## config.mk

```make
export PLATFORM = sky130hd
export DESIGN_NAME = proc_sched
export DESIGN_NICKNAME = d
export VERILOG_FILES = /design/src/rtl/sched_pkg.sv /design/src/rtl/sched_link_tbl.sv /design/src/rtl/sched_linkq.sv /design/src/rtl/proc_sched.sv
export SDC_FILE = /design/constraint.sdc
export NUM_CORES = 1
export LEC_CHECK = 0
export BUFFER_PORTS_ARGS = -buffer_cell sky130_fd_sc_hd__buf_2
export CAP_MARGIN = 20
export CELL_PAD_IN_SITES_DETAIL_PLACEMENT = 1
export CELL_PAD_IN_SITES_GLOBAL_PLACEMENT = 2
export CORE_MARGIN = 3
export CORE_UTILIZATION = 48
export DETAILED_ROUTE_END_ITERATION = 8
export GPL_TIMING_DRIVEN = 0
export PLACE_DENSITY = 0.9
export SETUP_SLACK_MARGIN = 0.05
export SLEW_MARGIN = 25
export SYNTH_ARGS = -nofsm -noshare
export SYNTH_HDL_FRONTEND = slang
export SYNTH_SLANG_ARGS = --single-unit
export TNS_END_PERCENT = 5
```

## constraint.sdc

```tcl
create_clock -name clk -period 7.1 [get_ports clk]
set_clock_uncertainty 0.05 [all_clocks]
set_input_delay 0.71 -clock clk [delete_from_list [all_inputs] [get_ports clk]]
set_output_delay 0.71 -clock clk [all_outputs]
set_load 0.01 [all_outputs]
```

## src/rtl/sched_pkg.sv

```systemverilog
package sched_pkg;
  // one operation is performed per cycle, ranked block > tick > request
  typedef enum logic [1:0] {
    OP_NONE  = 2'd0,
    OP_READY = 2'd1,
    OP_BLOCK = 2'd2,
    OP_TICK  = 2'd3
  } sched_op_e;

  localparam int unsigned PRIO_LO = 0;
  localparam int unsigned PRIO_HI = 1;
  localparam int unsigned NUM_PRIO = 2;
endpackage

```

## src/rtl/sched_link_tbl.sv

```systemverilog
module sched_link_tbl #(
  parameter int unsigned ID_W = 4
) (
  input  logic            clk,
  input  logic            wr_en,
  input  logic [ID_W-1:0] wr_addr,
  input  logic [ID_W-1:0] wr_data,
  input  logic [ID_W-1:0] rd_addr_a,
  output logic [ID_W-1:0] rd_data_a,
  input  logic [ID_W-1:0] rd_addr_b,
  output logic [ID_W-1:0] rd_data_b
);
  localparam int unsigned DEPTH = 1 << ID_W;

  logic [ID_W-1:0] link_mem [DEPTH];

  always_ff @(posedge clk) begin
    if (wr_en) link_mem[wr_addr] <= wr_data;
  end

  assign rd_data_a = link_mem[rd_addr_a];
  assign rd_data_b = link_mem[rd_addr_b];
endmodule

```

## src/rtl/sched_linkq.sv

```systemverilog
module sched_linkq #(
  parameter int unsigned ID_W = 4
) (
  input  logic            clk,
  input  logic            rst_n,
  input  logic            push,
  input  logic            pop,
  input  logic [ID_W-1:0] push_id,
  input  logic [ID_W-1:0] link_front,
  output logic [ID_W-1:0] front,
  output logic            empty,
  output logic            wr_en,
  output logic [ID_W-1:0] wr_addr,
  output logic [ID_W-1:0] wr_data
);
  localparam logic [ID_W-1:0] NULL_ID = '1;

  logic [ID_W-1:0] front_q, back_q, front_d, back_d;
  logic            single;

  assign empty  = (front_q == NULL_ID);
  assign single = (front_q == back_q);
  assign front  = front_q;

  always_comb begin
    front_d = front_q;
    back_d  = back_q;
    wr_en   = 1'b0;
    wr_addr = back_q;
    wr_data = push_id;
    if (push && pop) begin
      // rotate: old front leaves, new id joins the back
      if (single) begin
        front_d = push_id;
        back_d  = push_id;
      end else begin
        front_d = link_front;
        back_d  = push_id;
        wr_en   = 1'b1;
      end
    end else if (push) begin
      if (empty) begin
        front_d = push_id;
        back_d  = push_id;
      end else begin
        wr_en   = 1'b1;
        back_d  = push_id;
      end
    end else if (pop) begin
      if (single) begin
        front_d = NULL_ID;
        back_d  = NULL_ID;
      end else begin
        front_d = link_front;
      end
    end
  end

  always_ff @(posedge clk) begin
    if (!rst_n) begin
      front_q <= NULL_ID;
      back_q  <= NULL_ID;
    end else begin
      front_q <= front_d;
      back_q  <= back_d;
    end
  end
endmodule

```

## src/rtl/proc_sched.sv

```systemverilog
module proc_sched #(
  parameter int unsigned NPROC = 15,
  parameter int unsigned ID_W  = $clog2(NPROC + 1)
) (
  input  logic            clk,
  input  logic            rst_n,
  input  logic            rdy_valid,
  output logic            rdy_ready,
  input  logic [ID_W-1:0] rdy_id,
  input  logic            rdy_hi,
  input  logic            blk,
  input  logic            tick,
  output logic            run_valid,
  output logic [ID_W-1:0] run_id,
  output logic            run_hi
);
  import sched_pkg::*;

  logic [NUM_PRIO-1:0] q_push, q_pop, q_empty, q_wr_en;
  logic [ID_W-1:0]     q_front [NUM_PRIO];
  logic [ID_W-1:0]     q_link  [NUM_PRIO];
  logic [ID_W-1:0]     q_wr_addr [NUM_PRIO];
  logic [ID_W-1:0]     q_wr_data [NUM_PRIO];
  logic [ID_W-1:0]     push_id;

  logic            cur_v_q, cur_v_d, cur_hi_q, cur_hi_d;
  logic [ID_W-1:0] cur_id_q, cur_id_d;
  logic            int_v_q, int_v_d;
  logic [ID_W-1:0] int_id_q, int_id_d;
  logic            hi_empty, lo_empty;
  sched_op_e       op;

  genvar g;
  generate
    for (g = 0; g < NUM_PRIO; g++) begin : g_queue
      sched_linkq #(.ID_W(ID_W)) u_q (
        .clk       (clk),
        .rst_n     (rst_n),
        .push      (q_push[g]),
        .pop       (q_pop[g]),
        .push_id   (push_id),
        .link_front(q_link[g]),
        .front     (q_front[g]),
        .empty     (q_empty[g]),
        .wr_en     (q_wr_en[g]),
        .wr_addr   (q_wr_addr[g]),
        .wr_data   (q_wr_data[g])
      );
    end
  endgenerate

  // only one queue writes per cycle, since one operation runs per cycle
  logic            tbl_wr_en;
  logic [ID_W-1:0] tbl_wr_addr, tbl_wr_data;
  assign tbl_wr_en   = |q_wr_en;
  assign tbl_wr_addr = q_wr_en[PRIO_HI] ? q_wr_addr[PRIO_HI] : q_wr_addr[PRIO_LO];
  assign tbl_wr_data = q_wr_en[PRIO_HI] ? q_wr_data[PRIO_HI] : q_wr_data[PRIO_LO];

  sched_link_tbl #(.ID_W(ID_W)) u_tbl (
    .clk      (clk),
    .wr_en    (tbl_wr_en),
    .wr_addr  (tbl_wr_addr),
    .wr_data  (tbl_wr_data),
    .rd_addr_a(q_front[PRIO_LO]),
    .rd_data_a(q_link[PRIO_LO]),
    .rd_addr_b(q_front[PRIO_HI]),
    .rd_data_b(q_link[PRIO_HI])
  );

  assign hi_empty  = q_empty[PRIO_HI];
  assign lo_empty  = q_empty[PRIO_LO];
  assign rdy_ready = !blk && !tick;

  always_comb begin
    if (blk)            op = OP_BLOCK;
    else if (tick)      op = OP_TICK;
    else if (rdy_valid) op = OP_READY;
    else                op = OP_NONE;
  end

  always_comb begin
    q_push   = '0;
    q_pop    = '0;
    push_id  = rdy_id;
    cur_v_d  = cur_v_q;
    cur_hi_d = cur_hi_q;
    cur_id_d = cur_id_q;
    int_v_d  = int_v_q;
    int_id_d = int_id_q;
    unique case (op)
      OP_BLOCK: begin
        if (cur_v_q) begin
          if (!q_empty[PRIO_HI]) begin
            q_pop[PRIO_HI] = 1'b1;
            cur_id_d = q_front[PRIO_HI];
            cur_hi_d = 1'b1;
          end else if (int_v_q) begin
            cur_id_d = int_id_q;
            cur_hi_d = 1'b0;
            int_v_d  = 1'b0;
          end else if (!q_empty[PRIO_LO]) begin
            q_pop[PRIO_LO] = 1'b1;
            cur_id_d = q_front[PRIO_LO];
            cur_hi_d = 1'b0;
          end else begin
            cur_v_d = 1'b0;
          end
        end
      end
      OP_TICK: begin
        if (cur_v_q && !cur_hi_q && !q_empty[PRIO_LO]) begin
          q_push[PRIO_LO] = 1'b1;
          q_pop[PRIO_LO]  = 1'b1;
          push_id  = cur_id_q;
          cur_id_d = q_front[PRIO_LO];
        end
      end
      OP_READY: begin
        if (!cur_v_q) begin
          cur_v_d  = 1'b1;
          cur_id_d = rdy_id;
          cur_hi_d = rdy_hi;
        end else if (rdy_hi && !cur_hi_q) begin
          int_v_d  = 1'b1;
          int_id_d = cur_id_q;
          cur_id_d = rdy_id;
          cur_hi_d = 1'b1;
        end else begin
          q_push[rdy_hi] = 1'b1;
        end
      end
      default: ;
    endcase
  end

  always_ff @(posedge clk) begin
    if (!rst_n) begin
      cur_v_q  <= 1'b0;
      cur_hi_q <= 1'b0;
      cur_id_q <= '0;
      int_v_q  <= 1'b0;
      int_id_q <= '0;
    end else begin
      cur_v_q  <= cur_v_d;
      cur_hi_q <= cur_hi_d;
      cur_id_q <= cur_id_d;
      int_v_q  <= int_v_d;
      int_id_q <= int_id_d;
    end
  end

  assign run_valid = cur_v_q;
  assign run_id    = cur_id_q;
  assign run_hi    = cur_hi_q;
endmodule

```

==> results of run 1 <==
[power breakdown]
part           leakage [nW]  switching, W  internal [W]  total (W)
Combinational          1.03      0.000127     0.0000904   0.000217
Clock                0.0897      0.000217      0.000134   0.000351
Sequential            0.859     0.0000169      0.000625   0.000642
[Yosys cell counts, types with 4 or more instances]
master / number / area [µm²]
nor2b_1: 12 / 75.1
clkbuf_1: 10 / 37.5
mux2_2: 11 / 124
mux4_2: 19 / 428
xor2_1: 8 / 70.1
a211o_1: 5 / 43.8
nand2_1: 31 / 116
a32oi_1: 4 / 35.0
nor2_1: 31 / 116
mux4_1: 15 / 394
nand4_1: 9 / 56.3
o311ai_0: 7 / 61.3
a221oi_1: 5 / 43.8
o211ai_1: 4 / 30.0
o21ai_0: 10 / 50.1
a211oi_1: 7 / 52.6
nor3_1: 10 / 50.1
o22ai_1: 8 / 50.1
a21boi_0: 5 / 37.5
inv_1: 8 / 30.0
dfxtp_1: 35 / 701
a21oi_1: 4 / 20.0
edfxtp_1: 64 / 1920
nand3_1: 7 / 35.0
mux2i_1: 11 / 110
[per-stage QoR]
step | cell area, µm² | utilization, % | instances | hold WS [ns]
2_1_floorplan | 5030 | - | 380 | 0.430
3_3_place_gp | 5280 | 52.8 | 529 | 0.426
3_5_place_dp | 5280 | 52.8 | 529 | 0.450
4_1_cts | 5460 | 54.6 | 545 | 0.465
5_1_grt | 5460 | 54.6 | 545 | 0.504
6_report | 5460 | 54.6 | 545 | 0.458
[layer usage]
| metal | part of all wire (%) | wire length, µm | track usage [%] | vias up |
|---|---|---|---|---|
| li1 | - | - | - | 1580 |
| met1 | 44 | 6090 | 34.9 | 1809 |
| met2 | 50 | 6900 | 41.8 | 103 |
| met3 | 5.4 | 748 | 3.94 | 19 |
| met4 | 1.4 | 192 | 6.04 | 0 |
| met5 | 0 | 0 | 0 | - |
[logic make-up after synthesis]
family / share of synthesized area, %
AO/OA/AOI/OAI: 10.8
XOR/XNOR: 1.39
adder cells (fa/ha/maj): 0.746
buffers and inverters: 2.71
flip-flops: 52.1
multiplexers: 21.0
AND/OR/NAND/NOR: 11.2
[worst max-delay path: cells and delay by family]
kind / cells / cell delay (ns)
simple gates: 2 / 0.77
fa+ha+maj: 1 / 0.32
buf+inv: 3 / 0.61
compound gates: 4 / 1.20
[flip-flops by register name, indices dropped and copies added, names as in the netlist, named ones only]
name and count:
int_id_q 4, run_valid 1, run_id 4, int_v_q 1
g_queue.u_q.front 8, u_tbl.link_mem 64, run_hi 1, g_queue.u_q.wr_addr 8
[placed cells by master, fill, tap and decap left out, types with 8 or more instances in the layout]
master,instances
buf_2,19
nor2b_1,12
mux2_2,11
edfxtp_1,64
nor3_1,10
nand2_1,31
o22ai_1,8
nand4_1,9
clkbuf_1,10
mux4_2,19
inv_1,8
xor2_1,8
o21ai_0,10
clkbuf_8,9
nor2_1,31
mux4_1,15
dfxtp_1,35
mux2i_1,11
[path summary, 6_finish.rpt]
path,from,endpoint,slack (ns),cells after the start
max,blk,u_tbl.link_mem[5][3],3.45,10
min,run_id[0],run_id[0],0.46,2
max reg2reg,g_queue[1].u_q.front[0],u_tbl.link_mem[5][3],4.36,6
min reg2reg,run_id[0],run_id[0],0.46,2
[layout make-up]
class | instances | area [µm²] | share of cell area, %
plain buffers | 19 | 106 | 1.95
inverters | 8 | 30.0 | 0.550
clock buffers | 9 | 124 | 2.27
multi-input cells | 254 | 2270 | 41.6
well taps | 133 | 166 | 3.05
repair buffers | 16 | 80.1 | 1.47
clock inverters | 7 | 60.1 | 1.10
flip-flops and latches | 99 | 2620 | 48.0
==> flow_summary.ini, run 1 <==
[outcome]
status = completed

[sta]
fmaxAchievable_mhz = 274
tightest_slew_ns = 0.761
postLayoutSetupSlackWorst_ns = 3.45
fin_crit_sh_pct = 51.4
final_max_slew_viol_count = 0
hold_viol = 0
relSlewSlack_pct = 49.2
rsz0062_at_grt = false
fin_setup_tns_ns = 0
setup_violations = 0
fin_crit_ns = 3.65

[synthesis]
synthDistinctLibCells = 50
syn_area_mm2 = 0.00503
synthArstFlopShare_pct = 0
syn-num-nets = 393
synth.yosys.seq_area_share_pct = 52.1
synth_area_per_cell_um2 = 13.2
synth_edf_count = 64
syn_inst = 380
ys_seq_elements = 99
ys.flop_type = edfxtp_1
ys_warn_count = 0

[setup_path]
path_max_fanout = 10
cp.arrival_ns = 3.61
crit_chain = buf_2, o21bai_1, clkbuf_1, ha_1, and2_1, clkbuf_1, a31o_2, a311oi_1, a32oi_1, nor2_1
cp-end-kind = register
worst_setup_path_start_kind = primary input
crit_path_max_incr_delay_ns = 0.59
cp_slowest_cell = nor2_1
crit_type = in -> reg
worstPathRequired_ns = 7.06
crit_top_cell = clkbuf_1

[clocking]
cts_setup_buffers = 0
clk_pin_slew_ns = 0.11
ctsResizeCount = 0
hold_buffers = 0
clkSinkCount = 99
cts-root-buf = clkbuf_8
clkLatencyLatePin_ns = 0.38
cts_tree = yes
htree_levels = 3
cts_buffers = 9
clockBufferDepth = 2

[route]
drcViolationCount = 0
avgViaCountPerCell = 6.44
wire_per_inst_um = 25.6
drt-total-wl_um = 13900
vias = 3511
drt_iter0_drc = 326
drtPass1Iterations = 5
antenna_left = 0

[place]
port-buffer-count = 16
post-dp-hpwl_um = 10200
pre_cts_slack_ns = 3.09
place_congestion = 0.839

[global_route]
grt_pass1_wl_um = 21400
antenna_found_initial = 0
grt.total_usage_pct = 25.1
grt_max_degree = 22
grt_pass1_vias = 3588
grt.overflow.total = 0

[finish]
fillCellCount = 1059
syn_to_final_growth_pct = 8.56
drive_gt1_share_pct = 18.0
nets = 420
n_antenna_cell = 0

[floorplan]
start_util_pct = 50.3
die-area_mm2 = 0.0117
fp.dieW_um = 108
ios = 17
fp.coreArea_mm2 = 0.0100
die_h_um = 108
rows = 36

[power]
ir_worst_vdd_mv = 0.107
power_density_mw_per_mm2 = 221
fin_total_pwr_w = 0.00121
p_leak_nw = 1.97

[run]
maxCapViolCount = 0

[min_path]
hold_class = reg -> reg
(Power assumes the default switching activity.)
==> run 2: changes to the inputs <==
ABC_AREA = 1   (was unset)
CORE_UTILIZATION = 34   (was 48)
PLACE_DENSITY = 0.81   (was 0.9)
clock period = 3.1 ns   (was 7.1 ns; I/O delays follow)
==> run 2 against run 1 <==
- synthesized area increased by 9.4%
- synthesized cell count increased by 87%
- clock power increased to 3.4 times the previous value
- die area increased by 51%
- first-iteration DRC count decreased by 5.2%
==> flow_summary.ini, run 2 <==
[synthesis]
synth_area_leaders = edfxtp_1 (35%), dfxtp_1 (13%), nand2_1 (11%)
yosysMostFrequentCell = nand2_1
synth_xor_area_share_pct = 1.27
syn_area_mm2 = 0.00550
ys_warn_count = 0
synthTopCellsByCount = nand2_1 (158), nand3_1 (104), inv_1 (89), nor2_1 (83), edfxtp_1 (64)
yosysTopAreaCellShare_pct = 34.9
synth_top_family_by_area = simple AND/OR/NAND/NOR gates
syn_inst = 712
synth.yosys.seq_area_share_pct = 47.7
muxShareOfSynthArea_pct = 0
synth_fa_ha_area_share_pct = 0.682
syn-num-nets = 725
ys_seq_elements = 99
synthArstFlopShare_pct = 0
synth-compound-area-share_pct = 11.1
synth_edf_count = 64
synthDistinctLibCells = 35
synthSimpleGateAreaFrac_pct = 30.7
synth_area_per_cell_um2 = 7.73
ys.flop_type = edfxtp_1
synth_top_area_cell = edfxtp_1

[place]
dp.cells = 939
port-buffer-count = 16
post-dp-hpwl_um = 13900
place_congestion = 0.849
place_area_mm2 = 0.00587
pre_cts_slack_ns = -0.138

[finish]
final_common_cell = nand2_1
drive_gt1_share_pct = 10.8
most-common-layout-cells = nand2_1 (158), nand3_1 (104), inv_1 (89)
syn_to_final_growth_pct = 12.4
stdcell_area_mm2 = 0.00618
nets = 752
n_antenna_cell = 0
top_register = u_tbl.link_mem
fin_cells = 955
largest_reg_flops = 64

[clocking]
cts-root-buf = clkbuf_16
hold_buffers = 0
cts_tree = yes
ctsResizeCount = 0
clkSinkCount = 99
clockBufferDepth = 2
clk_pin_slew_ns = 0.07
cts_buffers = 9
clkLatencyLatePin_ns = 0.36
cts_setup_buffers = 0
htree_levels = 3

[power]
swShare_pct = 22.1
power_density_mw_per_mm2 = 439
combPwrFrac_pct = 3.8
power.internal_w = 0.00212
switching_power_w = 0.000599
seqPwrFrac_pct = 51.9
ir_worst_vdd_mv = 0.241
pwr-share-clk_pct = 44.2
p_leak_nw = 2.68

[setup_path]
cp.arrival_ns = 2.76
worst_setup_path_start_kind = primary input
crit_path_end = u_tbl.link_mem[7][2]
r2r_start = run_valid
cp-end-kind = register
r2r_slack_ns = 0.53
reg2regPathDepth = 11
worstPathRequired_ns = 3.06
path_max_fanout = 10
crit_type = in -> reg
startpoint = blk

[global_route]
antenna_found_initial = 0
grt_max_degree = 21
grt.total_usage_pct = 21.4
grt_pass1_vias = 5149
grt_pass1_wl_um = 28900
grt.overflow.total = 0

[floorplan]
fp.coreArea_mm2 = 0.0155
start_util_pct = 35.4
die_h_um = 133
fp.dieW_um = 133
ios = 17
die-area_mm2 = 0.0177
rows = 45

[sta]
holdWs_ns = 0.177
fin_crit_ns = 2.79
hold_viol = 0
fin_crit_sh_pct = 90.1
final_max_slew_viol_count = 0
fmaxAchievable_mhz = 358
setup_violations = 0
rsz0062_at_grt = false
relSlewSlack_pct = 29.0
tightest_slew_ns = 1.06
postLayoutSetupSlackWorst_ns = 0.306

[route]
drcViolationCount = 0
avgViaCountPerCell = 5.20
vias = 4967
drt_iter0_drc = 309
drtPass1Iterations = 5
wire_per_inst_um = 19.5
antenna_left = 0
drt-total-wl_um = 18600

[outcome]
status = completed

[run]
maxCapViolCount = 0

[min_path]
hold_class = in -> reg
==> run 2: how the worst min path moves through the flow <==
stage / from / endpoint / slack [ns] / depth (start not counted)
global route: rst_n / run_id[3] / 0.18 / 3
finish: rst_n / run_id[3] / 0.18 / 3
CTS: rst_n / run_id[3] / 0.16 / 3
floorplan: rst_n / run_id[3] / 0.40 / 2
detailed placement: g_queue[1].u_q.wr_addr[0] / g_queue[1].u_q.wr_addr[0] / 0.48 / 2
global placement: run_id[2] / int_id_q[2] / 0.45 / 2
==> run 2: power groups by stage <==
stage | Sequential (W) | Combinational (W) | Clock [W]
2_1_floorplan | 0.00144 | 0.0000569 | 0
3_3_place_gp | 0.00144 | 0.0000996 | 0
3_5_place_dp | 0.00144 | 0.000105 | 0
4_1_cts | 0.00141 | 0.000105 | 0.00122
5_1_grt | 0.00141 | 0.000117 | 0.00127
6_report | 0.00141 | 0.000104 | 0.00120
==> run 2: per-layer routing <==
layer	GRT usage [%]	up-vias	part of all wire, %
met2	36.4	102	49
met5	0	-	0
met3	3.74	34	3.8
met1	27.1	2424	44
li1	-	2407	-
met4	8.29	0	3.0
==> run 2: layout make-up <==
class	count	area, µm²
Sequential cell	99	2620
Timing Repair Buffer	16	80.1
Buffer	26	118
Inverter	95	357
Fill cell	1957	9360
Clock inverter	4	56.3
Multi-Input combinational cell	492	2430
Clock buffer	12	258
Tap cell	211	264
==> run 2: kinds of logic (layout without fill, tap and decap cells) <==
family | after synthesis | in the layout
AO/OA/AOI/OAI | 102 | 102
XOR/XNOR | 8 | 8
adder cells (fa/ha/maj) | 3 | 3
buffers and inverters | 121 | 153
flip-flops | 99 | 99
AND/OR/NAND/NOR | 379 | 379
==> run 2: through the flow <==
stage	total power, W	util [%]	TNS [ns]
floorplan	0.00150	-	0
global placement	0.00154	37.6	-0.124
detailed placement	0.00154	37.8	-1.55
CTS	0.00274	39.8	0
global route	0.00280	39.8	0
finish	0.00271	39.8	0
==> run 2: worst max-delay path, cell delays in order <==
cell and delay [ns]:
buf_2 0.13, nor2_2 0.36, ha_1 0.23, buf_4 0.18, nand2_2 0.10, nor3_4 0.23, inv_2 0.15, nor2_8 0.16
nand2_4 0.09, nand2_1 0.09, nand2_1 0.10, nor2_2 0.11, nand2_2 0.14, nor2_1 0.37
